$ cat config.mk
export PLATFORM = sky130hd
export DESIGN_NAME = spi_desc_engine
export DESIGN_NICKNAME = d
export VERILOG_FILES = /design/src/rtl/spi_de_pkg.sv /design/src/rtl/spi_de_regs.sv /design/src/rtl/spi_de_shift.sv /design/src/rtl/spi_de_seq.sv /design/src/rtl/spi_desc_engine.sv
export SDC_FILE = /design/constraint.sdc
export NUM_CORES = 1
export LEC_CHECK = 0
export ABC_AREA = 1
export CORE_MARGIN = 2
export CORE_UTILIZATION = 30
export DETAILED_ROUTE_END_ITERATION = 12
export PLACE_DENSITY_LB_ADDON = 0.05
export REMOVE_ABC_BUFFERS = 1
export SYNTH_ARGS = -nofsm -noshare
export SYNTH_HDL_FRONTEND = slang
export SYNTH_SLANG_ARGS = --single-unit
$ cat constraint.sdc
create_clock -name clk -period 5.1 [get_ports clk]
set_input_delay 0.51 -clock clk [delete_from_list [all_inputs] [get_ports clk]]
set_output_delay 0.51 -clock clk [all_outputs]
set_load 0.005 [all_outputs]
$ cat src/rtl/spi_de_pkg.sv
// Shared constants and the sequencer state type for the SPI descriptor engine.
package spi_de_pkg;
    localparam int INLINE_MAX  = 16;  // largest inline payload
    localparam int INLINE_OFS  = 8;   // descriptor offset of the inline bytes
    localparam int HDR_LAST    = 6;   // last descriptor header byte fetched
    localparam logic [4:0] A_CTRL = 5'h00;
    localparam logic [4:0] A_STAT = 5'h01;
    localparam int CB_EN   = 0;
    localparam int CB_IEN  = 1;
    localparam int CB_SEL0 = 4;
    localparam int CMD_RD   = 1;
    localparam int CMD_HOLD = 3;

    typedef enum logic [3:0] {
        S_IDLE, S_DREQ, S_DCAP, S_NEXT, S_TREQ, S_TCAP, S_SHIFT, S_STORE, S_END
    } seq_state_t;
endpackage

$ cat src/rtl/spi_de_regs.sv
// Register file: control, W1C status and per-channel 24-bit pointers.
// Assumes end_pulse is a single-cycle strobe from the sequencer.
module spi_de_regs
    import spi_de_pkg::*;
#(
    parameter int N_CH      = 2,
    parameter int PTR_BYTES = 3,
    localparam int PW = 8 * PTR_BYTES
) (
    input  logic                     clk,
    input  logic                     rst_n,
    input  logic                     we,
    input  logic [4:0]               addr,
    input  logic [7:0]               wdata,
    output logic [7:0]               rdata,
    input  logic                     busy,
    input  logic                     end_pulse,
    input  logic                     end_ch,
    output logic                     go_en,
    output logic [N_CH-1:0]          sel,
    output logic [N_CH-1:0][PW-1:0]  desc_ptr,
    output logic [N_CH-1:0][PW-1:0]  rx_ptr,
    output logic                     irq
);
    logic                                       en_q, ien_q, stat_q;
    logic [N_CH-1:0][1:0][PTR_BYTES-1:0][7:0]   ptr_q;

    // Control bits: start/enable locked while busy, select cleared at end.
    always_ff @(posedge clk) begin
        if (!rst_n) begin
            en_q <= 1'b0; ien_q <= 1'b0; sel <= '0;
        end else begin
            if (we && addr == A_CTRL) begin
                ien_q <= wdata[CB_IEN];
                if (!busy) begin
                    en_q <= wdata[CB_EN];
                    sel  <= wdata[CB_SEL0 +: N_CH];
                end
            end
            if (end_pulse) sel[end_ch] <= 1'b0;
        end
    end

    // Bus-end status: set by the sequencer, cleared by writing 1.
    always_ff @(posedge clk) begin
        if (!rst_n) stat_q <= 1'b0;
        else if (end_pulse) stat_q <= 1'b1;
        else if (we && addr == A_STAT && wdata[0]) stat_q <= 1'b0;
    end

    for (genvar c = 0; c < N_CH; c++) begin : g_ch
        for (genvar k = 0; k < 2; k++) begin : g_kind
            for (genvar b = 0; b < PTR_BYTES; b++) begin : g_byte
                // Pointer byte write.
                always_ff @(posedge clk) begin
                    if (!rst_n) ptr_q[c][k][b] <= '0;
                    else if (we && addr[3] && addr[4] == 1'(c) && addr[2] == 1'(k)
                             && addr[1:0] == 2'(b))
                        ptr_q[c][k][b] <= wdata;
                end
            end
        end
        assign desc_ptr[c] = ptr_q[c][0];
        assign rx_ptr[c]   = ptr_q[c][1];
    end

    // Read mux.
    always_comb begin
        rdata = '0;
        if (addr == A_CTRL) begin
            rdata[CB_EN] = en_q; rdata[CB_IEN] = ien_q;
            rdata[CB_SEL0 +: N_CH] = sel;
        end else if (addr == A_STAT) begin
            rdata = {busy, 6'b0, stat_q};
        end else if (addr[3]) begin
            for (int c = 0; c < N_CH; c++)
                for (int b = 0; b < PTR_BYTES; b++)
                    if (addr[4] == 1'(c) && addr[1:0] == 2'(b))
                        rdata = addr[2] ? ptr_q[c][1][b] : ptr_q[c][0][b];
        end
    end

    assign go_en = en_q;
    assign irq   = stat_q & ien_q;

    a_r8_w1c_clears: assert property (@(posedge clk) disable iff (!rst_n)
        (we && addr == A_STAT && wdata[0] && !end_pulse) |=> !stat_q);
    a_r9_start_locked: assert property (@(posedge clk) disable iff (!rst_n)
        (busy && !end_pulse) |=> ($stable(en_q) && $stable(sel)));
    a_r8_end_sets: assert property (@(posedge clk) disable iff (!rst_n)
        end_pulse |=> stat_q);
endmodule

$ cat src/rtl/spi_de_shift.sv
// Byte serializer, SPI mode 0, MSB first. SCK half period is HALF_DIV cycles.
// Assumes start is only raised while not busy; done pulses once per byte.
module spi_de_shift #(
    parameter int HALF_DIV = 2,
    localparam int CW = (HALF_DIV > 1) ? $clog2(HALF_DIV) : 1
) (
    input  logic       clk,
    input  logic       rst_n,
    input  logic       start,
    input  logic [7:0] tx,
    input  logic       miso,
    output logic       sck,
    output logic       mosi,
    output logic       done,
    output logic [7:0] rx,
    output logic       busy
);
    logic          act;
    logic [CW-1:0] cnt;
    logic [2:0]    bitn;
    logic [7:0]    sh;

    // Half-period timer, edge generation, shift and sample.
    always_ff @(posedge clk) begin
        if (!rst_n) begin
            act <= 1'b0; cnt <= '0; bitn <= '0; sh <= '0;
            sck <= 1'b0; done <= 1'b0; rx <= '0;
        end else begin
            done <= 1'b0;
            if (start && !act) begin
                act <= 1'b1; sh <= tx; bitn <= '0; cnt <= '0; sck <= 1'b0;
            end else if (act) begin
                if (cnt == CW'(HALF_DIV - 1)) begin
                    cnt <= '0;
                    if (!sck) begin
                        sck <= 1'b1;
                        rx  <= {rx[6:0], miso};
                    end else begin
                        sck <= 1'b0;
                        if (bitn == 3'd7) begin
                            act <= 1'b0; done <= 1'b1;
                        end else begin
                            bitn <= bitn + 3'd1;
                            sh   <= {sh[6:0], 1'b0};
                        end
                    end
                end else begin
                    cnt <= cnt + CW'(1);
                end
            end
        end
    end

    assign mosi = act & sh[7];
    assign busy = act;

    a_r5_sck_rests_low: assert property (@(posedge clk) disable iff (!rst_n)
        !act |-> !sck);
    a_r5_done_single: assert property (@(posedge clk) disable iff (!rst_n)
        done |=> !done);
endmodule

$ cat src/rtl/spi_de_seq.sv
// Sequencer: fetches the descriptor header, feeds bytes to the serializer,
// stores received bytes and drives chip selects.
// Assumes memory read data arrives one cycle after a read request.
module spi_de_seq
    import spi_de_pkg::*;
#(
    parameter int N_CH = 2,
    parameter int AW   = 18,
    parameter int PW   = 24
) (
    input  logic                     clk,
    input  logic                     rst_n,
    input  logic                     go_en,
    input  logic [N_CH-1:0]          sel,
    input  logic [N_CH-1:0][PW-1:0]  desc_ptr,
    input  logic [N_CH-1:0][PW-1:0]  rx_ptr,
    output logic                     mem_req,
    output logic                     mem_we,
    output logic [AW-1:0]            mem_addr,
    output logic [7:0]               mem_wdata,
    input  logic [7:0]               mem_rdata,
    output logic                     sh_start,
    output logic [7:0]               sh_tx,
    input  logic                     sh_done,
    input  logic [7:0]               sh_rx,
    output logic                     busy,
    output logic                     end_pulse,
    output logic                     end_ch,
    output logic [N_CH-1:0]          cs_n
);
    seq_state_t      state;
    logic            ch;
    logic [AW-1:0]   dbase, rbase;
    logic [2:0]      idx;
    logic [4:0]      n_in;
    logic [7:0]      cmd;
    logic [15:0]     dlen;
    logic [7:0]      dlo, dhi;
    logic [1:0]      dtop;
    logic [16:0]     j, total, tail_ofs;
    logic [N_CH-1:0] cs_on;
    logic            rx_phase, pick;

    assign total    = 17'(n_in) + 17'(dlen);
    assign tail_ofs = j - 17'(n_in);
    assign rx_phase = cmd[CMD_RD] && (j >= 17'(n_in));
    assign pick     = ~sel[0];

    // Main command state machine.
    always_ff @(posedge clk) begin
        if (!rst_n) begin
            state <= S_IDLE; ch <= 1'b0; dbase <= '0; rbase <= '0; idx <= '0;
            n_in <= '0; cmd <= '0; dlen <= '0; dlo <= '0; dhi <= '0; dtop <= '0;
            j <= '0; cs_on <= '0;
        end else begin
            if (sh_start) cs_on[ch] <= 1'b1;
            case (state)
                S_IDLE: if (go_en && |sel) begin
                    ch <= pick; dbase <= AW'(desc_ptr[pick]); rbase <= AW'(rx_ptr[pick]);
                    idx <= '0; j <= '0; state <= S_DREQ;
                end
                S_DREQ: state <= S_DCAP;
                S_DCAP: begin
                    case (idx)
                        3'd0: n_in <= (mem_rdata > 8'(INLINE_MAX)) ? 5'(INLINE_MAX) : mem_rdata[4:0];
                        3'd1: cmd <= mem_rdata;
                        3'd2: dlen[7:0] <= mem_rdata;
                        3'd3: dlen[15:8] <= mem_rdata;
                        3'd4: dlo <= mem_rdata;
                        3'd5: dhi <= mem_rdata;
                        default: dtop <= mem_rdata[1:0];
                    endcase
                    idx   <= idx + 3'd1;
                    state <= (idx == 3'(HDR_LAST)) ? S_NEXT : S_DREQ;
                end
                S_NEXT: if (j < total) state <= rx_phase ? S_SHIFT : S_TREQ;
                        else state <= S_END;
                S_TREQ: state <= S_TCAP;
                S_TCAP: state <= S_SHIFT;
                S_SHIFT: if (sh_done) begin
                    if (rx_phase) state <= S_STORE;
                    else begin j <= j + 17'd1; state <= S_NEXT; end
                end
                S_STORE: begin j <= j + 17'd1; state <= S_NEXT; end
                S_END: begin
                    if (!cmd[CMD_HOLD]) cs_on[ch] <= 1'b0;
                    state <= S_IDLE;
                end
                default: state <= S_IDLE;
            endcase
        end
    end

    // Memory address and strobe selection per state.
    always_comb begin
        mem_req  = 1'b0;
        mem_we   = 1'b0;
        mem_addr = '0;
        case (state)
            S_DREQ: begin mem_req = 1'b1; mem_addr = dbase + AW'(idx); end
            S_TREQ: begin
                mem_req  = 1'b1;
                mem_addr = (j < 17'(n_in)) ? dbase + AW'(INLINE_OFS) + AW'(j)
                                           : AW'({dtop, dhi, dlo}) + AW'(tail_ofs);
            end
            S_STORE: begin mem_req = 1'b1; mem_we = 1'b1; mem_addr = rbase + AW'(tail_ofs); end
            default: ;
        endcase
    end

    assign mem_wdata = sh_rx;
    assign sh_start  = (state == S_TCAP) || (state == S_NEXT && j < total && rx_phase);
    assign sh_tx     = (state == S_TCAP) ? mem_rdata : 8'h00;
    assign busy      = (state != S_IDLE);
    assign end_pulse = (state == S_END);
    assign end_ch    = ch;
    assign cs_n      = ~cs_on;

    a_r6_store_only_on_read: assert property (@(posedge clk) disable iff (!rst_n)
        mem_we |-> cmd[CMD_RD]);
    a_r8_end_one_cycle: assert property (@(posedge clk) disable iff (!rst_n)
        end_pulse |=> !end_pulse);
    a_r7_release_on_end: assert property (@(posedge clk) disable iff (!rst_n)
        (end_pulse && !cmd[CMD_HOLD]) |=> cs_n[end_ch]);
endmodule

$ cat src/rtl/spi_desc_engine.sv
// Top level: register file, descriptor sequencer and byte serializer.
// Assumes a synchronous byte memory with one-cycle read latency.
module spi_desc_engine #(
    parameter int AW       = 18,
    parameter int HALF_DIV = 2
) (
    input  logic          clk,
    input  logic          rst_n,
    input  logic          reg_we,
    input  logic [4:0]    reg_addr,
    input  logic [7:0]    reg_wdata,
    output logic [7:0]    reg_rdata,
    output logic          irq,
    output logic          mem_req,
    output logic          mem_we,
    output logic [AW-1:0] mem_addr,
    output logic [7:0]    mem_wdata,
    input  logic [7:0]    mem_rdata,
    output logic          sck,
    output logic          mosi,
    input  logic          miso,
    output logic [1:0]    cs_n
);
    localparam int N_CH = 2;
    localparam int PTR_BYTES = 3;
    localparam int PW = 8 * PTR_BYTES;

    logic                    busy, end_pulse, end_ch, go_en;
    logic [N_CH-1:0]         sel;
    logic [N_CH-1:0][PW-1:0] desc_ptr, rx_ptr;
    logic                    sh_start, sh_done, sh_busy;
    logic [7:0]              sh_tx, sh_rx;

    spi_de_regs #(.N_CH(N_CH), .PTR_BYTES(PTR_BYTES)) u_regs (
        .clk(clk), .rst_n(rst_n), .we(reg_we), .addr(reg_addr), .wdata(reg_wdata),
        .rdata(reg_rdata), .busy(busy), .end_pulse(end_pulse), .end_ch(end_ch),
        .go_en(go_en), .sel(sel), .desc_ptr(desc_ptr), .rx_ptr(rx_ptr), .irq(irq));

    spi_de_seq #(.N_CH(N_CH), .AW(AW), .PW(PW)) u_seq (
        .clk(clk), .rst_n(rst_n), .go_en(go_en), .sel(sel), .desc_ptr(desc_ptr),
        .rx_ptr(rx_ptr), .mem_req(mem_req), .mem_we(mem_we), .mem_addr(mem_addr),
        .mem_wdata(mem_wdata), .mem_rdata(mem_rdata), .sh_start(sh_start),
        .sh_tx(sh_tx), .sh_done(sh_done), .sh_rx(sh_rx), .busy(busy),
        .end_pulse(end_pulse), .end_ch(end_ch), .cs_n(cs_n));

    spi_de_shift #(.HALF_DIV(HALF_DIV)) u_shift (
        .clk(clk), .rst_n(rst_n), .start(sh_start), .tx(sh_tx), .miso(miso),
        .sck(sck), .mosi(mosi), .done(sh_done), .rx(sh_rx), .busy(sh_busy));

    a_r7_cs_while_clocking: assert property (@(posedge clk) disable iff (!rst_n)
        sck |-> !(&cs_n));
    a_r5_shift_while_busy: assert property (@(posedge clk) disable iff (!rst_n)
        sh_busy |-> busy);
endmodule

==> reports/qor.tcl, run 1 <==
set qor(outcome) {finished, final reports clean}
set qor(start_util_pct) 30.50
set qor(die_h_um) 227.5
set qor(ys_seq_area_share_pct) 30.45
set qor(tritoncts) {done}
set qor(first_global_vias) 14554
set qor(cts_buffer_depth) 3
set qor(syn-instance-count) 2271
set qor(max_slew.worst_pin.slew_ns) 0.8546
set qor(synth-edff-count) 0
set qor(power.density_nw_per_um2) 235.1
set qor(grt_max_degree) 120
set qor(port-buffer-count) 65
set qor(global_route_usage_over_all_layers_pct) 22.19
set qor(clock_insertion_delay_worst_skew_ns) 0.59
set qor(synth.largest_area_cell) {sky130_fd_sc_hd__dfxtp_1}
set qor(postSynth.asyncResetShare_pct) 0
set qor(critical_path.endpoint_type) {primary output}
set qor(ant_nets) 0
set qor(detailroute.via_count) 14988
set qor(period_share_pct) 96.41
set qor(worst-endpoint-arrival_ns) 4.41
set qor(most-common-layout-cells) {sky130_fd_sc_hd__nand2_1 (394), sky130_fd_sc_hd__nor2_1 (281), sky130_fd_sc_hd__o21ai_0 (278), sky130_fd_sc_hd__inv_1 (259), sky130_fd_sc_hd__dfxtp_1 (222)}
set qor(synth_area_per_cell_um2) 6.600
set qor(synth_top_family_by_area) {simple AND/OR/NAND/NOR gates}
set qor(clock_sink_count) 228
set qor(synth_xor_xnor_area_share_pct) 2.980
set qor(cts_buffers) 29
set qor(timing.clock.skew_ns) 0.02857
set qor(initial_antenna_violation_count) 1
set qor(total_i_o_pin_count) 66
set qor(first_pass_grt_wire_length_um) 87550
set qor(worst_setup_hold_path_clk_slew_ns) 0.06
set qor(yosysTopAreaCellShare_pct) 30.45
set qor(dieWidth_um) 227.5
set qor(routed_via_density) 5.016
set qor(layout_cells_sized_above_1_pct) 7.788
set qor(cp_startpoint_kind) {flip-flop}
set qor(final_core_utilization_pct) 35.78
set qor(setup_viol) 0
set qor(timing.hold.worst.class) {reg2reg}
set qor(synth-compound-area-share_pct) 21.28
set qor(ys_top_cells_by_area) {sky130_fd_sc_hd__dfxtp_1 (30%), sky130_fd_sc_hd__nand2_1 (9.9%), sky130_fd_sc_hd__o21ai_0 (9.4%)}
set qor(yosys_warning_count) 0
set qor(p_leak_nw) 7.256
set qor(whs_ns) 0.4466
set qor(synth_flop_cell) {sky130_fd_sc_hd__dfxtp_1}
set qor(required_time_at_the_endpoint_of_the_critical_path_ns) 4.59
set qor(place.detailed.hpwl_um) 43230
set qor(maxSlewHeadroom_pct) 42.85
set qor(cts_htree_levels) 1
set qor(floorplan.core_area_um2) 49150
set qor(drtPass1Iterations) 8
set qor(synth_adder_area_share_pct) 9.482
set qor(fmax_mhz) 203.4
set qor(grt.overflow.total) 0
set qor(leading_cell_type_in_the_layout_fill_and_taps_excluded) {sky130_fd_sc_hd__nand2_1}
set qor(area_growth_syn_to_layout_pct) 17.35
set qor(rows) 81
set qor(gpl.final_weighted_congestion) 0.9136
set qor(synth_seq_cells) 228
set qor(drc) 0
set qor(cts-root-buf) {sky130_fd_sc_hd__clkbuf_16}
set qor(netlist_area_um2) 14990
set qor(layout.nets) 2439
set qor(die_area_um2) 51770
set qor(yosys.area_share.simple_pct) 26.29
set qor(drt-wirelength-per-cell_um) 19.11
set qor(postRouteWirelength_um) 57100
set qor(timing.critical_path.fanout_max) 5
set qor(drt_iter0_markers) 1048
set qor(layout_min_cycle_time_ns) 4.917
set qor(synth.area.mux_share_pct) 0
set qor(finalHoldViolations) 0
set qor(final-max-slew-violation-count) 0
set qor(yosys.cell_types.count) 53
set qor(antenna_cells) 0
set qor(drv_cap) 0
set qor(vdd_ir_drop_max_mv) 0.2275
set qor(timing.setup.critical_path_class) {reg2out}
flip-flops by register name, summed over array words and instances (netlist names), 8 cells and up:
name,count
u_shift.rx,8
u_seq.rbase,18
u_regs.desc_ptr,48
u_seq.j,17
u_seq.dbase,18
u_seq.dhi,8
u_seq.dlo,8
u_seq.dlen,16
u_regs.rx_ptr,48
u_shift.sh,8
worst paths after layout:
| check | start | slack [ns] | cells past startpoint | end |
|---|---|---|---|---|
| max | u_seq.n_in[1] | 0.18 | 21 | mem_addr[16] |
| min | u_regs.desc_ptr[20] | 0.45 | 2 | u_regs.desc_ptr[20] |
| max reg2reg | u_seq.n_in[0] | 0.68 | 21 | u_shift.done |
| min reg2reg | u_regs.desc_ptr[20] | 0.45 | 2 | u_regs.desc_ptr[20] |
per-layer routing:
layer | up-vias | share of wire, % | wire length [um] | GRT usage, %
met3 | 65 | 4.0 | 2306 | 2.426
li1 | 7610 | - | - | -
met5 | - | 0.023 | 13 | 0
met2 | 324 | 46 | 26250 | 36.95
met1 | 6987 | 48 | 27170 | 30.44
met4 | 2 | 2.4 | 1362 | 5.840
repair_timing:
item | in CTS | in global routing
hold endpoints to repair | 0 | 0
hold buffers | 0 | 0
setup buffers | 3 | 1
setup endpoints to repair | 8 | 11
resized for setup | 22 | 49
pin swaps | 5 | 6
cell families after synthesis:
| group | count (synthesis) |
|---|---|
| DFF | 228 |
| xor gates and xnor gates | 51 |
| adders and majority gates | 110 |
| and+or+nand+nor | 921 |
| AOI/OAI and AO/OA | 598 |
| buffers and inverters | 363 |
stage by stage:
| step | instances | instance area, um2 | setup TNS (ns) | total power, mW | setup slack [ns] |
|---|---|---|---|---|---|
| 6_report | 2988 | 17590 | 0 | 4.134 | 0.1831 |
| 5_1_grt | 2988 | 17590 | -0.007394 | 4.289 | -0.007394 |
| 4_1_cts | 2987 | 17360 | 0 | 4.197 | 0.03358 |
| 3_5_place_dp | 2933 | 16260 | 0 | 2.049 | 0.3262 |
| 3_3_place_gp | 2933 | 16260 | 0 | 2.049 | 0.3426 |
| 2_1_floorplan | 2183 | 14600 | 0 | 1.915 | 1.358 |
report_power, final:
part	switching (mW)	total, mW	internal [mW]
clock	0.848	2.13	1.28
sequential	0.00681	1.80	1.79
combinational	0.152	0.210	0.0584
area by class of cell:
| type | instances | area [um2] |
|---|---|---|
| Clock inverter | 12 | 152.6 |
| Timing Repair Buffer | 90 | 855.8 |
| Multi-Input combinational cell | 1680 | 9318 |
| Sequential cell | 228 | 4574 |
| Tap cell | 664 | 830.8 |
| Fill cell | 5350 | 31560 |
| Inverter | 275 | 1035 |
| Clock buffer | 39 | 823.3 |
Yosys cell counts, drive strengths merged, types with 6 or more instances:
cell type and count:
a21oi 217, a31oi 29, buf 25, clkbuf 63
dfxtp 228, fa 6, ha 104, inv 271
nand2 404, nand3 141, nand3b 10, nand4 25
nor2 302, nor3 28, o211ai 18, o21ai 295
o21bai 8, o22ai 7, or2 7, xnor2 8
xor2 43
worst max-delay path, cell delays in order, from the launching register on:
cell and delay [ns]:
sky130_fd_sc_hd__dfxtp_2 0.38, sky130_fd_sc_hd__inv_1 0.10, sky130_fd_sc_hd__ha_1 0.31, sky130_fd_sc_hd__nand2_2 0.10, sky130_fd_sc_hd__nor2_4 0.05, sky130_fd_sc_hd__nand2_2 0.06, sky130_fd_sc_hd__nand2_2 0.08, sky130_fd_sc_hd__nor4_4 0.34
sky130_fd_sc_hd__nand2_2 0.18, sky130_fd_sc_hd__xor2_4 0.20, sky130_fd_sc_hd__buf_4 0.17, sky130_fd_sc_hd__ha_1 0.37, sky130_fd_sc_hd__a21oi_2 0.18, sky130_fd_sc_hd__o21ai_0 0.12, sky130_fd_sc_hd__a211oi_2 0.26, sky130_fd_sc_hd__nand2_1 0.08
sky130_fd_sc_hd__nand2_1 0.06, sky130_fd_sc_hd__nand3_1 0.06, sky130_fd_sc_hd__nand2_1 0.09, sky130_fd_sc_hd__inv_1 0.07, sky130_fd_sc_hd__nand2_1 0.07, sky130_fd_sc_hd__clkdlybuf4s50_1 0.49
Note: power is estimated with default switching activity, not from simulation.
==> inputs of run 2 (changes only) <==
--- a/config.mk
+++ b/config.mk
@@ -8,6 +8,7 @@
 export ABC_AREA = 1
 export CORE_MARGIN = 2
 export CORE_UTILIZATION = 30
+export CTS_CLUSTER_SIZE = 28
 export DETAILED_ROUTE_END_ITERATION = 12
 export PLACE_DENSITY_LB_ADDON = 0.05
 export REMOVE_ABC_BUFFERS = 1
==> results of run 2 <==
The final DEF is identical to that of run 1; final timing and power are the same.
